`src/rtl/lnk_pkg.sv`:
```
package lnk_pkg;

   typedef enum logic {
      LNK_DOWN = 1'b0,
      LNK_UP   = 1'b1
   } lnk_state_e;

   // bits needed to hold values 0..max_val
   function automatic int unsigned cnt_w(input int unsigned max_val);
      return (max_val < 2) ? 1 : $clog2(max_val + 1);
   endfunction

endpackage

```
`src/rtl/lnk_loss_timer.sv`:
```
module lnk_loss_timer
   import lnk_pkg::*;
#(
   parameter int unsigned LOSS_CYCLES = 20_000_000
) (
   input  logic clk_i,
   input  logic rst_ni,
   input  logic hold_i,
   input  logic act_i,
   output logic expire_o
);

   localparam int unsigned W = cnt_w(LOSS_CYCLES);
   localparam logic [W-1:0] LIM = W'(LOSS_CYCLES - 1);

   if (LOSS_CYCLES < 2) begin : g_bad_loss
      $error("lnk_loss_timer: LOSS_CYCLES must be at least 2");
   end

   logic [W-1:0] idle_q;

   // consecutive silent cycles, saturating at the limit
   always_ff @(posedge clk_i or negedge rst_ni) begin
      if (!rst_ni) begin
         idle_q <= '0;
      end else if (hold_i || act_i) begin
         idle_q <= '0;
      end else if (idle_q != LIM) begin
         idle_q <= idle_q + W'(1);
      end
   end

   // true on the silent cycle that completes the timeout (and after)
   assign expire_o = !act_i && !hold_i && (idle_q == LIM);

endmodule

```
`src/rtl/lnk_pulse_run.sv`:
```
module lnk_pulse_run
   import lnk_pkg::*;
#(
   parameter int unsigned PASS_PULSES = 3,
   parameter int unsigned MIN_GAP     = 400_000
) (
   input  logic clk_i,
   input  logic rst_ni,
   input  logic gap_hold_i,
   input  logic run_clr_i,
   input  logic restart_i,
   input  logic strobe_i,
   output logic done_o
);

   localparam bit           USE_GAP  = (MIN_GAP >= 2);
   localparam int unsigned  GAP_MAX  = USE_GAP ? (MIN_GAP - 1) : 1;
   localparam int unsigned  GW       = cnt_w(GAP_MAX);
   localparam logic [GW-1:0] GLIM    = GW'(GAP_MAX);
   localparam int unsigned  RW       = cnt_w(PASS_PULSES);
   localparam logic [RW-1:0] RLIM    = RW'(PASS_PULSES);

   if (PASS_PULSES < 1) begin : g_bad_pass
      $error("lnk_pulse_run: PASS_PULSES must be at least 1");
   end

   logic [GW-1:0] gap_q;
   logic          too_close;
   logic [RW-1:0] run_q;
   logic [RW-1:0] run_nx;

   // cycles since the last strobe; saturated value means "far enough"
   always_ff @(posedge clk_i or negedge rst_ni) begin
      if (!rst_ni) begin
         gap_q <= GLIM;
      end else if (gap_hold_i) begin
         gap_q <= GLIM;
      end else if (strobe_i) begin
         gap_q <= '0;
      end else if (gap_q != GLIM) begin
         gap_q <= gap_q + GW'(1);
      end
   end

   assign too_close = USE_GAP && (gap_q != GLIM);
   assign run_nx    = too_close ? RW'(1) : (run_q + RW'(1));
   assign done_o    = strobe_i && (run_nx >= RLIM);

   always_ff @(posedge clk_i or negedge rst_ni) begin
      if (!rst_ni) begin
         run_q <= '0;
      end else if (run_clr_i || restart_i) begin
         run_q <= '0;
      end else if (strobe_i) begin
         run_q <= done_o ? '0 : run_nx;
      end
   end

endmodule

```
`src/rtl/lnk_idle_pulser.sv`:
```
module lnk_idle_pulser
   import lnk_pkg::*;
#(
   parameter int unsigned LP_PERIOD = 3_200_000,
   parameter int unsigned LP_WIDTH  = 20
) (
   input  logic clk_i,
   input  logic rst_ni,
   input  logic tx_busy_i,
   output logic lp_req_o
);

   localparam int unsigned   PW   = cnt_w(LP_PERIOD - 1);
   localparam logic [PW-1:0] PLIM = PW'(LP_PERIOD - 1);

   if (LP_WIDTH < 1) begin : g_bad_width
      $error("lnk_idle_pulser: LP_WIDTH must be at least 1");
   end
   if (LP_PERIOD < LP_WIDTH + 2) begin : g_bad_period
      $error("lnk_idle_pulser: LP_PERIOD must exceed LP_WIDTH by 2 or more");
   end

   logic [PW-1:0] per_q;
   logic          fire;
   logic          active;

   always_ff @(posedge clk_i or negedge rst_ni) begin
      if (!rst_ni) begin
         per_q <= '0;
      end else if (tx_busy_i || (per_q == PLIM)) begin
         per_q <= '0;
      end else begin
         per_q <= per_q + PW'(1);
      end
   end

   assign fire = !tx_busy_i && (per_q == PLIM);

   if (LP_WIDTH == 1) begin : g_single
      logic req_q;
      always_ff @(posedge clk_i or negedge rst_ni) begin
         if (!rst_ni) begin
            req_q <= 1'b0;
         end else begin
            req_q <= fire;
         end
      end
      assign active = req_q;
   end else begin : g_multi
      localparam int unsigned   LW = cnt_w(LP_WIDTH);
      logic [LW-1:0] left_q;
      always_ff @(posedge clk_i or negedge rst_ni) begin
         if (!rst_ni) begin
            left_q <= '0;
         end else if (tx_busy_i) begin
            left_q <= '0;
         end else if (fire) begin
            left_q <= LW'(LP_WIDTH);
         end else if (left_q != '0) begin
            left_q <= left_q - LW'(1);
         end
      end
      assign active = (left_q != '0);
   end

   assign lp_req_o = active && !tx_busy_i;

endmodule

```
`src/rtl/lnk_integrity_mon.sv`:
```
module lnk_integrity_mon
   import lnk_pkg::*;
#(
   parameter int unsigned LOSS_CYCLES = 20_000_000,
   parameter int unsigned LP_PERIOD   = 3_200_000,
   parameter int unsigned MIN_GAP     = 400_000,
   parameter int unsigned PASS_PULSES = 3,
   parameter int unsigned LP_WIDTH    = 20
) (
   input  logic clk_i,
   input  logic rst_ni,
   input  logic rx_carrier_i,
   input  logic rx_lp_strobe_i,
   input  logic tx_active_i,
   input  logic chk_disable_i,
   output logic link_ok_o,
   output logic link_stat_no,
   output logic tx_en_o,
   output logic rx_en_o,
   output logic col_en_o,
   output logic rx_status_o,
   output logic lp_req_o
);

   lnk_state_e state_q;
   logic       rx_act;
   logic       loss_exp;
   logic       run_done;
   logic       link_ok;

   assign rx_act = rx_carrier_i || rx_lp_strobe_i;

   lnk_loss_timer #(
      .LOSS_CYCLES (LOSS_CYCLES)
   ) u_loss (
      .clk_i    (clk_i),
      .rst_ni   (rst_ni),
      .hold_i   (chk_disable_i),
      .act_i    (rx_act),
      .expire_o (loss_exp)
   );

   lnk_pulse_run #(
      .PASS_PULSES (PASS_PULSES),
      .MIN_GAP     (MIN_GAP)
   ) u_run (
      .clk_i      (clk_i),
      .rst_ni     (rst_ni),
      .gap_hold_i (chk_disable_i),
      .run_clr_i  (chk_disable_i || (state_q == LNK_UP)),
      .restart_i  (loss_exp),
      .strobe_i   (rx_lp_strobe_i),
      .done_o     (run_done)
   );

   lnk_idle_pulser #(
      .LP_PERIOD (LP_PERIOD),
      .LP_WIDTH  (LP_WIDTH)
   ) u_pulser (
      .clk_i     (clk_i),
      .rst_ni    (rst_ni),
      .tx_busy_i (tx_active_i),
      .lp_req_o  (lp_req_o)
   );

   always_ff @(posedge clk_i or negedge rst_ni) begin
      if (!rst_ni) begin
         state_q <= LNK_DOWN;
      end else if (chk_disable_i) begin
         state_q <= LNK_UP;
      end else begin
         case (state_q)
            LNK_UP:   if (loss_exp) state_q <= LNK_DOWN;
            LNK_DOWN: if (rx_carrier_i || run_done) state_q <= LNK_UP;
            default:  state_q <= LNK_DOWN;
         endcase
      end
   end

   assign link_ok      = (state_q == LNK_UP) || chk_disable_i;
   assign link_ok_o    = link_ok;
   assign link_stat_no = !link_ok;
   assign tx_en_o      = link_ok;
   assign rx_en_o      = link_ok;
   assign col_en_o     = link_ok;
   assign rx_status_o  = rx_carrier_i && link_ok;

endmodule

```
`config.mk`:
```
export PLATFORM = sky130hd
export DESIGN_NAME = lnk_integrity_mon
export DESIGN_NICKNAME = d
export VERILOG_FILES = /design/src/rtl/lnk_pkg.sv /design/src/rtl/lnk_loss_timer.sv /design/src/rtl/lnk_pulse_run.sv /design/src/rtl/lnk_idle_pulser.sv /design/src/rtl/lnk_integrity_mon.sv
export SDC_FILE = /design/constraint.sdc
export NUM_CORES = 1
export LEC_CHECK = 0
export BUFFER_PORTS_ARGS = -buffer_cell sky130_fd_sc_hd__buf_4
export CAP_MARGIN = 20
export CORE_MARGIN = 2
export CORE_UTILIZATION = 58
export CTS_CLUSTER_DIAMETER = 30
export DETAILED_ROUTE_END_ITERATION = 8
export GPL_ROUTABILITY_DRIVEN = 0
export PLACE_DENSITY = 0.75
export SYNTH_ARGS = -nofsm -noshare
export SYNTH_HDL_FRONTEND = slang
export SYNTH_SLANG_ARGS = --single-unit
```
`constraint.sdc`:
```
create_clock -name clk_i -period 2 [get_ports clk_i]
set_clock_uncertainty 0.1 [all_clocks]
set_input_delay 0.4 -clock clk_i [delete_from_list [all_inputs] [get_ports clk_i]]
set_output_delay 0.4 -clock clk_i [all_outputs]
set_load 0.005 [all_outputs]
```
==> Yosys cells after proc, flatten, opt, wreduce, memory -nomap -nowiden <==
Index checks and enable logic that the tools add are counted.
{ "totals": {"elab_cells": 55, "regBits": 74} }
{ "op_classes": {"mux": 17, "addsub": 5, "magnitude_cmp": 1, "n_reduce_logical": 21, "n_eq_ne": 4, "bitwise_logic": 1} }
{ "op_table": {"columns": ["operator", "n"], "rows": [
  ["$mux 19", 3],
  ["$mux 25", 2],
  ["$add 25x1->25 const B", 1],
  ["$eq 25x25->1 const B", 1],
  ["$ne 25x25->1 const B", 1],
  ["$add 22x1->22 const B", 1],
  ["$eq 22x22->1 const B", 1],
  ["$mux 22", 1],
  ["$add 19x1->19 const B", 1],
  ["$ne 19x19->1 const B", 1],
  ["$mux 5", 3],
  ["$mux 2", 4],
  ["$logic_and 1x1->1", 6],
  ["$logic_or 1x1->1", 6],
  ["$reduce_bool 3->1", 2],
  ["$reduce_bool 5->1", 1],
  ["$sub 5x1->5 const B", 1],
  ["$logic_not 1->1", 4],
  ["$reduce_bool 2->1", 2],
  ["$mux 1", 3],
  ["$add 2x1->2 const B", 1],
  ["$ge 2x2->1 const B", 1],
  ["$pmux 1 s2", 1],
  ["$not 1->1", 1]
]} }

==> Logic depth before layout (Yosys ltp) <==
Gate-level depths: netlist of the first run.
{ "logic_depth": {"ltp_word": 8, "mapped_depth": 8} }

==> By module <==
From an unflattened synthesis of the first run, not the netlist that was laid out.
{ "hier_totals": {"hier_cells": 445, "hier_area_um2": 4219.0} }
{ "by_module_without_submodules": {"columns": ["mod", "cells_per_inst", "seq_area_each_um2", "instances", "area_per_inst_um2"], "rows": [
  ["lnk_loss_timer", 164, 625.6, 1, 1492.7],
  ["lnk_idle_pulser", 136, 675.6, 1, 1382.6],
  ["lnk_pulse_run", 134, 540.5, 1, 1243.7],
  ["lnk_integrity_mon", 11, 25.0, 1, 100.1]
]} }

==> Worst setup path before layout of the first run <==
OpenSTA, ideal clock, no wires.
{ "synth_timing": {"path_kind": "register to register", "from": "register u_run.gap_q[0]", "to": "register u_run.run_q[1]", "path_slack_ps": 128, "arrival_ps": 1695, "setup_ps": 78, "t_required_ps": 1822, "path_stages_with_launch": 7, "n_path_buf": 0, "cell_sequence": "dfstp_2 ha_1 nand3_1 nor2_1 nand4_1 or3_1 a21oi_1"} }
{ "synth_between": {"elab_chain_len": 7} }
{ "synth_lines": {"columns": ["element", "line_no", "source"], "rows": [
  ["start, declared", "lnk_pulse_run.sv:27", "logic [GW-1:0] gap_q;"],
  ["start signal, assigned", "lnk_pulse_run.sv:41", "gap_q <= gap_q + GW'(1);"],
  ["$ne 19x19->1 (*)", "lnk_pulse_run.sv:45", "assign too_close = USE_GAP && (gap_q != GLIM);"],
  ["$mux 2 (*)", "lnk_pulse_run.sv:46", "assign run_nx = too_close ? RW'(1) : (run_q + RW'(1));"],
  ["$ge 2x2->1", "lnk_pulse_run.sv:47", "assign done_o = strobe_i && (run_nx >= RLIM);"],
  ["$logic_and 1x1->1", "lnk_pulse_run.sv:47", null],
  ["$mux 2 (*)", "lnk_pulse_run.sv:55", "run_q <= done_o ? '0 : run_nx;"],
  ["$mux 2 (*)", "lnk_pulse_run.sv:54", "end else if (strobe_i) begin"],
  ["$mux 2 (*)", "lnk_pulse_run.sv:52", "end else if (run_clr_i || restart_i) begin"],
  ["end signal, assigned", "lnk_pulse_run.sv:55", null],
  ["end, declared", "lnk_pulse_run.sv:29", "logic [RW-1:0] run_q;"]
]} }
Mark *: on every way between the ends. The rest lies on a longest branch, timed or not. The select of a mux whose other input is x is not followed.
A chain may end at the register's enable or synchronous reset.

==> Final worst setup path of the first run <==
{ "layout_timing": {"from": "register u_pulser.g_multi.left_q[0]", "to": "output lp_req_o"} }
{ "layout_between": {"elab_chain_len": 2} }
{ "layout_lines": {"columns": ["element", "line_no", "source"], "rows": [
  ["start, declared", "lnk_idle_pulser.sv:51", "logic [LW-1:0] left_q;"],
  ["start signal, assigned", "lnk_idle_pulser.sv:58", "left_q <= LW'(LP_WIDTH);"],
  ["start signal, assigned", "lnk_idle_pulser.sv:60", "left_q <= left_q - LW'(1);"],
  ["$reduce_bool 5->1", "lnk_idle_pulser.sv:63", "assign active = (left_q != '0);"],
  ["$logic_and 1x1->1", "lnk_idle_pulser.sv:66", "assign lp_req_o = active && !tx_busy_i;"],
  ["end, declared", "lnk_integrity_mon.sv:22", "output logic lp_req_o"]
]} }
Every way passes these cells.

==> impl_metrics.tcl, run 1 <==
set metrics [dict create \
    end_kind "primary output" \
    die_area_sq_mm 0.00731 \
    dp.final_hpwl_mm 5.07 \
    grt_pass1_vias 2985 \
    start_kind "flop" \
    n_fill_cell 489 \
    critical_path.max_fanout 3 \
    power.share.clock_pct 34.8 \
    port_buffers 12 \
    synth_ff_type "dfrtp_1" \
    vias 3012 \
    n_antenna_cell 0 \
    arrival_ns 1.42 \
    grt_pass1_wl_mm 13.6 \
    routed_wl_mm 7.82 \
    viasPerCell 5.79 \
    route.detailed.drc 0 \
    finalNonFillerCells 520 \
    final_nets 449 \
    layout-drive-gt1-share_pct 21.4 \
    dp_cells 495 \
    first_pass_iters 4 \
    p_sw_mw 0.883 \
    power.leakage_nw 1.93 \
    yosysMostFrequentCell "nor2_1" \
    overflow 0 \
    tns_ns 0 \
    synth-edff-count 0 \
    synthTopCellsByArea "dfrtp_1, dfstp_2, xor2_1" \
    antenna_found_initial 0 \
    p_sw_share_pct 26.2 \
    clock_tree.root_cell "clkbuf_8" \
    synth_nets 407 \
    yosysTopAreaCell "dfrtp_1" \
    syn_area_sq_mm 0.00385 \
    drt_iter0_drc 172 \
    relSlewSlack_pct 75.6 \
    p_int_mw 2.49 \
    syn_to_final_growth_pct 16.5 \
    yosys_warnings 0 \
    r2r_slack_ns 0.10 \
    clock_sinks 74 \
    wl_per_cell_microns 15.0 \
    status "finished clean" \
    io-pin-count 13 \
    grt_max_degree 75 \
    cap_violations 0 \
    setup_viol 0 \
    async_flop_share_pct 100 \
    std_cell_rows 29 \
    h-tree-depth 3 \
    avgSynthCellArea_sq_um 9.73 \
    path_clk_slew_ns 0.07 \
    tightestPinTransition_ns 0.362 \
    syn-instance-count 396 \
    cts_tree "yes" \
    grt_usage_pct 23.4 \
    antenna_left 0 \
    yosys-top-cells-count "nor2_1, dfrtp_1, xor2_1, nand2_1, nand3_1" \
    final_core_util_pct 70.3 \
    max-clock-path-buffers 2 \
    period_share_pct 96.0 \
    min_period_ns 1.92 \
    holdWs_ns 0.127 \
    synth-seq-cells 74 \
    comb_power_share_pct 16.1 \
    initial_utilization_pct 60.3 \
    worstHoldPathType "input port to flop" \
    synth.distinct_cells 52 \
    die_w_microns 85.5 \
    rsz0062_at_grt "true" \
    synth_top_area_share_pct 40.3 \
    die_h_microns 85.5 \
    ys_seq_area_share_pct 48.5 \
    clk-insertion-delay-late_ns 0.35 \
    slew_violations 0 \
    numCtsBuffers 9 \
    coreArea_sq_mm 0.00639 \
    power.density_mw_per_mm2 751 \
    cp.required_ns 1.50 \
    hold_viol_final 0 \
    crit_type "flop to primary output" \
    fmax_mhz 521 \
    ir_worst_vdd_uv 628 \
    seqPwrFrac_pct 49.1 \
]
-- metal layers --
layer | vias up | GRT usage [%] | share of wire (%)
met2 | 68 | 40.2 | 51
met3 | 10 | 6.45 | 4.0
met1 | 1479 | 28.9 | 43
met5 | - | 0 | 0
li1 | 1455 | - | -
met4 | 0 | 7.07 | 1.2
-- critical path: stages, from the launching register on --
cell and delay [ns]:
dfrtp_1 0.39, inv_2 0.10, ha_4 0.15, nor4b_4 0.23
nor2_1 0.06, buf_4 0.14
-- cell families after synthesis --
logic type | after synthesis | share of synthesized area (%)
multiplexers | 1 | 0.260
flip-flops | 74 | 48.5
AND/OR/NAND/NOR | 198 | 27.7
AO/OA/AOI/OAI | 42 | 6.66
buffers and inverters | 21 | 2.83
adder cells (fa/ha/maj) | 5 | 1.62
XOR/XNOR | 55 | 12.5
-- power groups by stage --
| stage | clock [mW] | sequential, mW | combinational (mW) |
|---|---|---|---|
| after floorplan | 0 | 1.65 | 0.302 |
| after global placement | 0 | 1.66 | 0.427 |
| after detailed placement | 0 | 1.66 | 0.445 |
| after CTS | 1.20 | 1.65 | 0.471 |
| after global routing | 1.26 | 1.66 | 0.610 |
| final | 1.17 | 1.65 | 0.541 |
-- layout by cell type, fill, tap and decap left out, types with 3 or more instances in the layout --
master and n:
nor2_1 68, dfrtp_1 62, buf_4 40, xor2_1 35, nand2_1 27, nand3_1 24, nand4_1 21, xnor2_1 20
a21oi_1 12, dfstp_2 12, clkbuf_8 11, nor3_1 9, a21o_1 7, inv_1 6, and4_1 6, and3_1 6
a31oi_1 5, o21ai_0 5, or3_1 4, nor3_4 3, nor3b_1 3, nand3_2 3, nand3b_1 3, or2_2 3
o21ai_1 3, ha_1 3
-- sequential cells by signal, summed over array words and instances (netlist names) --
signal                   flops
u_run.gap_q                 19
state_q                      1
u_pulser.per_q              22
u_pulser.g_multi.left_q      5
u_run.run_q                  2
u_loss.idle_q               25
-- layout make-up --
class / count / area, sq um / area share [%]
Inverter: 9 / 33.8 / 0.753
Sequential cell: 74 / 1870 / 41.6
Tap cell: 77 / 96.3 / 2.15
Clock inverter: 4 / 50.0 / 1.12
Multi-Input combinational cell: 301 / 1930 / 43.1
Timing Repair Buffer: 43 / 350 / 7.81
Clock buffer: 12 / 155 / 3.46
-- path summary, 6_finish.rpt --
path | startpoint | endpoint | cells past startpoint
setup / recovery | u_pulser.g_multi.left_q[0] | lp_req_o | 5
hold / removal | tx_active_i | u_pulser.g_multi.left_q[2] | 2
setup reg to reg | u_run.gap_q[3] | u_run.run_q[1] | 5
hold reg to reg | u_pulser.per_q[0] | u_pulser.per_q[0] | 1
max in group asynchronous | rst_ni | u_run.gap_q[11] | 3
min in group asynchronous | rst_ni | u_loss.idle_q[6] | 3
-- metrics by stage --
stage	area, sq um	setup slack, ns	total power [mW]
6_report	4490	0.0795	3.37
3_3_place_gp	4150	0.123	2.09
5_1_grt	4490	-0.0305	3.54
4_1_cts	4380	0.00308	3.32
2_1_floorplan	3850	0.128	1.95
3_5_place_dp	4150	0.0271	2.11
-- repair_timing --
item,CTS,global route
resized for setup,2,11
hold endpoints to repair,62,0
setup buffers,0,8
hold buffers,1,0
endpoints found under the setup margin,1,21
pin swaps,0,8
No activity file was read; power rests on OpenSTA's default activity.
==> run 2, diff against run 1 <==
==> constraint.sdc (replaced) <==
create_clock -name clk_i -period 2 [get_ports clk_i]
set_clock_uncertainty 0.1 [all_clocks]
set_input_delay 0.1 -clock clk_i [delete_from_list [all_inputs] [get_ports clk_i]]
set_output_delay 0.1 -clock clk_i [all_outputs]
set_load 0.005 [all_outputs]
==> impl_metrics.tcl, run 2 (synthesis gave the netlist of run 1 again) <==
set metrics [dict create \
    path_clk_slew_ns 0.07 \
    routed.top_layer "met4" \
    power.density_mw_per_mm2 787 \
    numCtsBuffers 9 \
    critical_path.max_fanout 7 \
    die_area_sq_mm 0.00731 \
    fmax_mhz 523 \
    slowest_delay_ns 0.55 \
    cp.required_ns 2.12 \
    final_nets 445 \
    max-clock-path-buffers 2 \
    end_kind "flop" \
    final_core_util_pct 70.2 \
    cts_tree "yes" \
    n_antenna_cell 0 \
    slowest_stage "or4_4" \
    overflow 0 \
    slew_violations 0 \
    top_regs "u_loss.idle_q (25), u_pulser.per_q (22), u_run.gap_q (19)" \
    status "finished clean" \
    regMostFlops "u_loss.idle_q" \
    grt_usage_pct 23.0 \
    arrival_ns 2.03 \
    grt_pass1_wl_mm 13.3 \
    clock_tree.root_cell "clkbuf_8" \
    relSlewSlack_pct 71.1 \
    routed_wl_mm 7.31 \
    dp.final_hpwl_mm 5.08 \
    dp_cells 494 \
    setup_viol 0 \
    io-pin-count 13 \
    route.met2.wl_mm 3.57 \
    initial_utilization_pct 60.3 \
    mostFrequentLayoutCell "nor2_1" \
    crit_type "flop to flop" \
    reg2reg_from "u_loss.idle_q[19]" \
    antenna_found_initial 0 \
    min_period_ns 1.91 \
    die_w_microns 85.5 \
    tns_ns 0 \
    port_buffers 12 \
    wl_per_cell_microns 14.2 \
    largest_register_ff_count 25 \
    crit_start "u_loss.idle_q[19]" \
    clock_sinks 74 \
    rsz0062_at_grt "true" \
    drt-met1-wl_mm 3.43 \
    ir_worst_vdd_uv 988 \
    clk-insertion-delay-late_ns 0.34 \
    preCtsSetupSlack_ns 0.0852 \
    cap_violations 0 \
    path_cells "or4_4, nor4_4, and2_4, or3_1, a21oi_1" \
    final_cell_mix "nor2_1, dfrtp_1, xor2_1" \
    tightestPinTransition_ns 0.433 \
    coreArea_sq_mm 0.00639 \
    vias 2919 \
    power_mw 3.53 \
    worstHoldPathType "input port to async pin" \
    r2r_slack_ns 0.09 \
    hold_viol_final 0 \
    std_cell_rows 29 \
    route.met3.wl_microns 245 \
    die_h_microns 85.5 \
    grt_pass1_vias 2933 \
    grt_max_degree 34 \
    layout-drive-gt1-share_pct 18.2 \
    period_share_pct 95.5 \
    antenna_left 0 \
    drt_iter0_drc 111 \
    h-tree-depth 3 \
    start_kind "flop" \
    syn_to_final_growth_pct 16.4 \
    power.leakage_nw 1.93 \
    setup_ws_ns 0.0890 \
    first_pass_iters 4 \
    route.detailed.drc 0 \
    finalNonFillerCells 516 \
    viasPerCell 5.66 \
]
[run 2: cell count changes in the layout (fill, tap and decap cells not counted), sizes merged]
cell	change
dlygate4sd3	+4
clkbuf	-1
clkinv	+1
bufinv	+2
buf	-8
clkinvlp	-2
[run 2: worst paths after layout]
kind	endpoint	cells after the start
setup / recovery	u_loss.idle_q[7]	5
hold / removal	u_loss.idle_q[6]	2
setup reg to reg	u_loss.idle_q[7]	5
hold reg to reg	u_pulser.per_q[0]	1
max in group asynchronous	u_run.gap_q[4]	3
min in group clk_i	u_pulser.g_multi.left_q[2]	3
[run 2: stage by stage]
step                area (sq um)  hold WS [ns]
detailed placement          4150       -0.0260
finish                      4480         0.138
global route                4480         0.156
global placement            4150       -0.0378
floorplan                   3850        -0.296
CTS                         4450         0.135
[run 2: worst max-delay path: cells and delay by family (launching register included)]
family	cells	cell delay [ns]
AND/OR/NAND/NOR	4	1.20
AO/OA/AOI/OAI	1	0.06
flip-flops	1	0.43
[run 2: final cells by class]
cell class                 count  area [sq um]
timing repair buffer          39           330
inverter                       9          33.8
clock inverter                 5           100
fill                         467          1900
multi-input combinational    301          1900
clock buffer                  11           151
sequential                    74          1870
tap                           77          96.3
[run 2: report_power, final]
group | switching, mW | internal (mW)
clock network | 0.529 | 0.892
logic | 0.242 | 0.215
registers | 0.0735 | 1.58
total | 0.844 | 2.68
[run 2: timing repair]
item                                   in CTS  in global routing
setup endpoints to repair                   1                 10
endpoints found under the hold margin      72                  0
pin swaps                                   0                  5
hold buffers                                5                  0
buffers inserted                            0                  1
resized for setup                           1                  4
[run 2: metal layers]
layer / GRT usage, % / vias to the layer above
met1: 30.1 / 1412
met5: 0 / -
met3: 6.26 / 8
li1: - / 1450
met2: 36.9 / 49
met4: 8.66 / 0
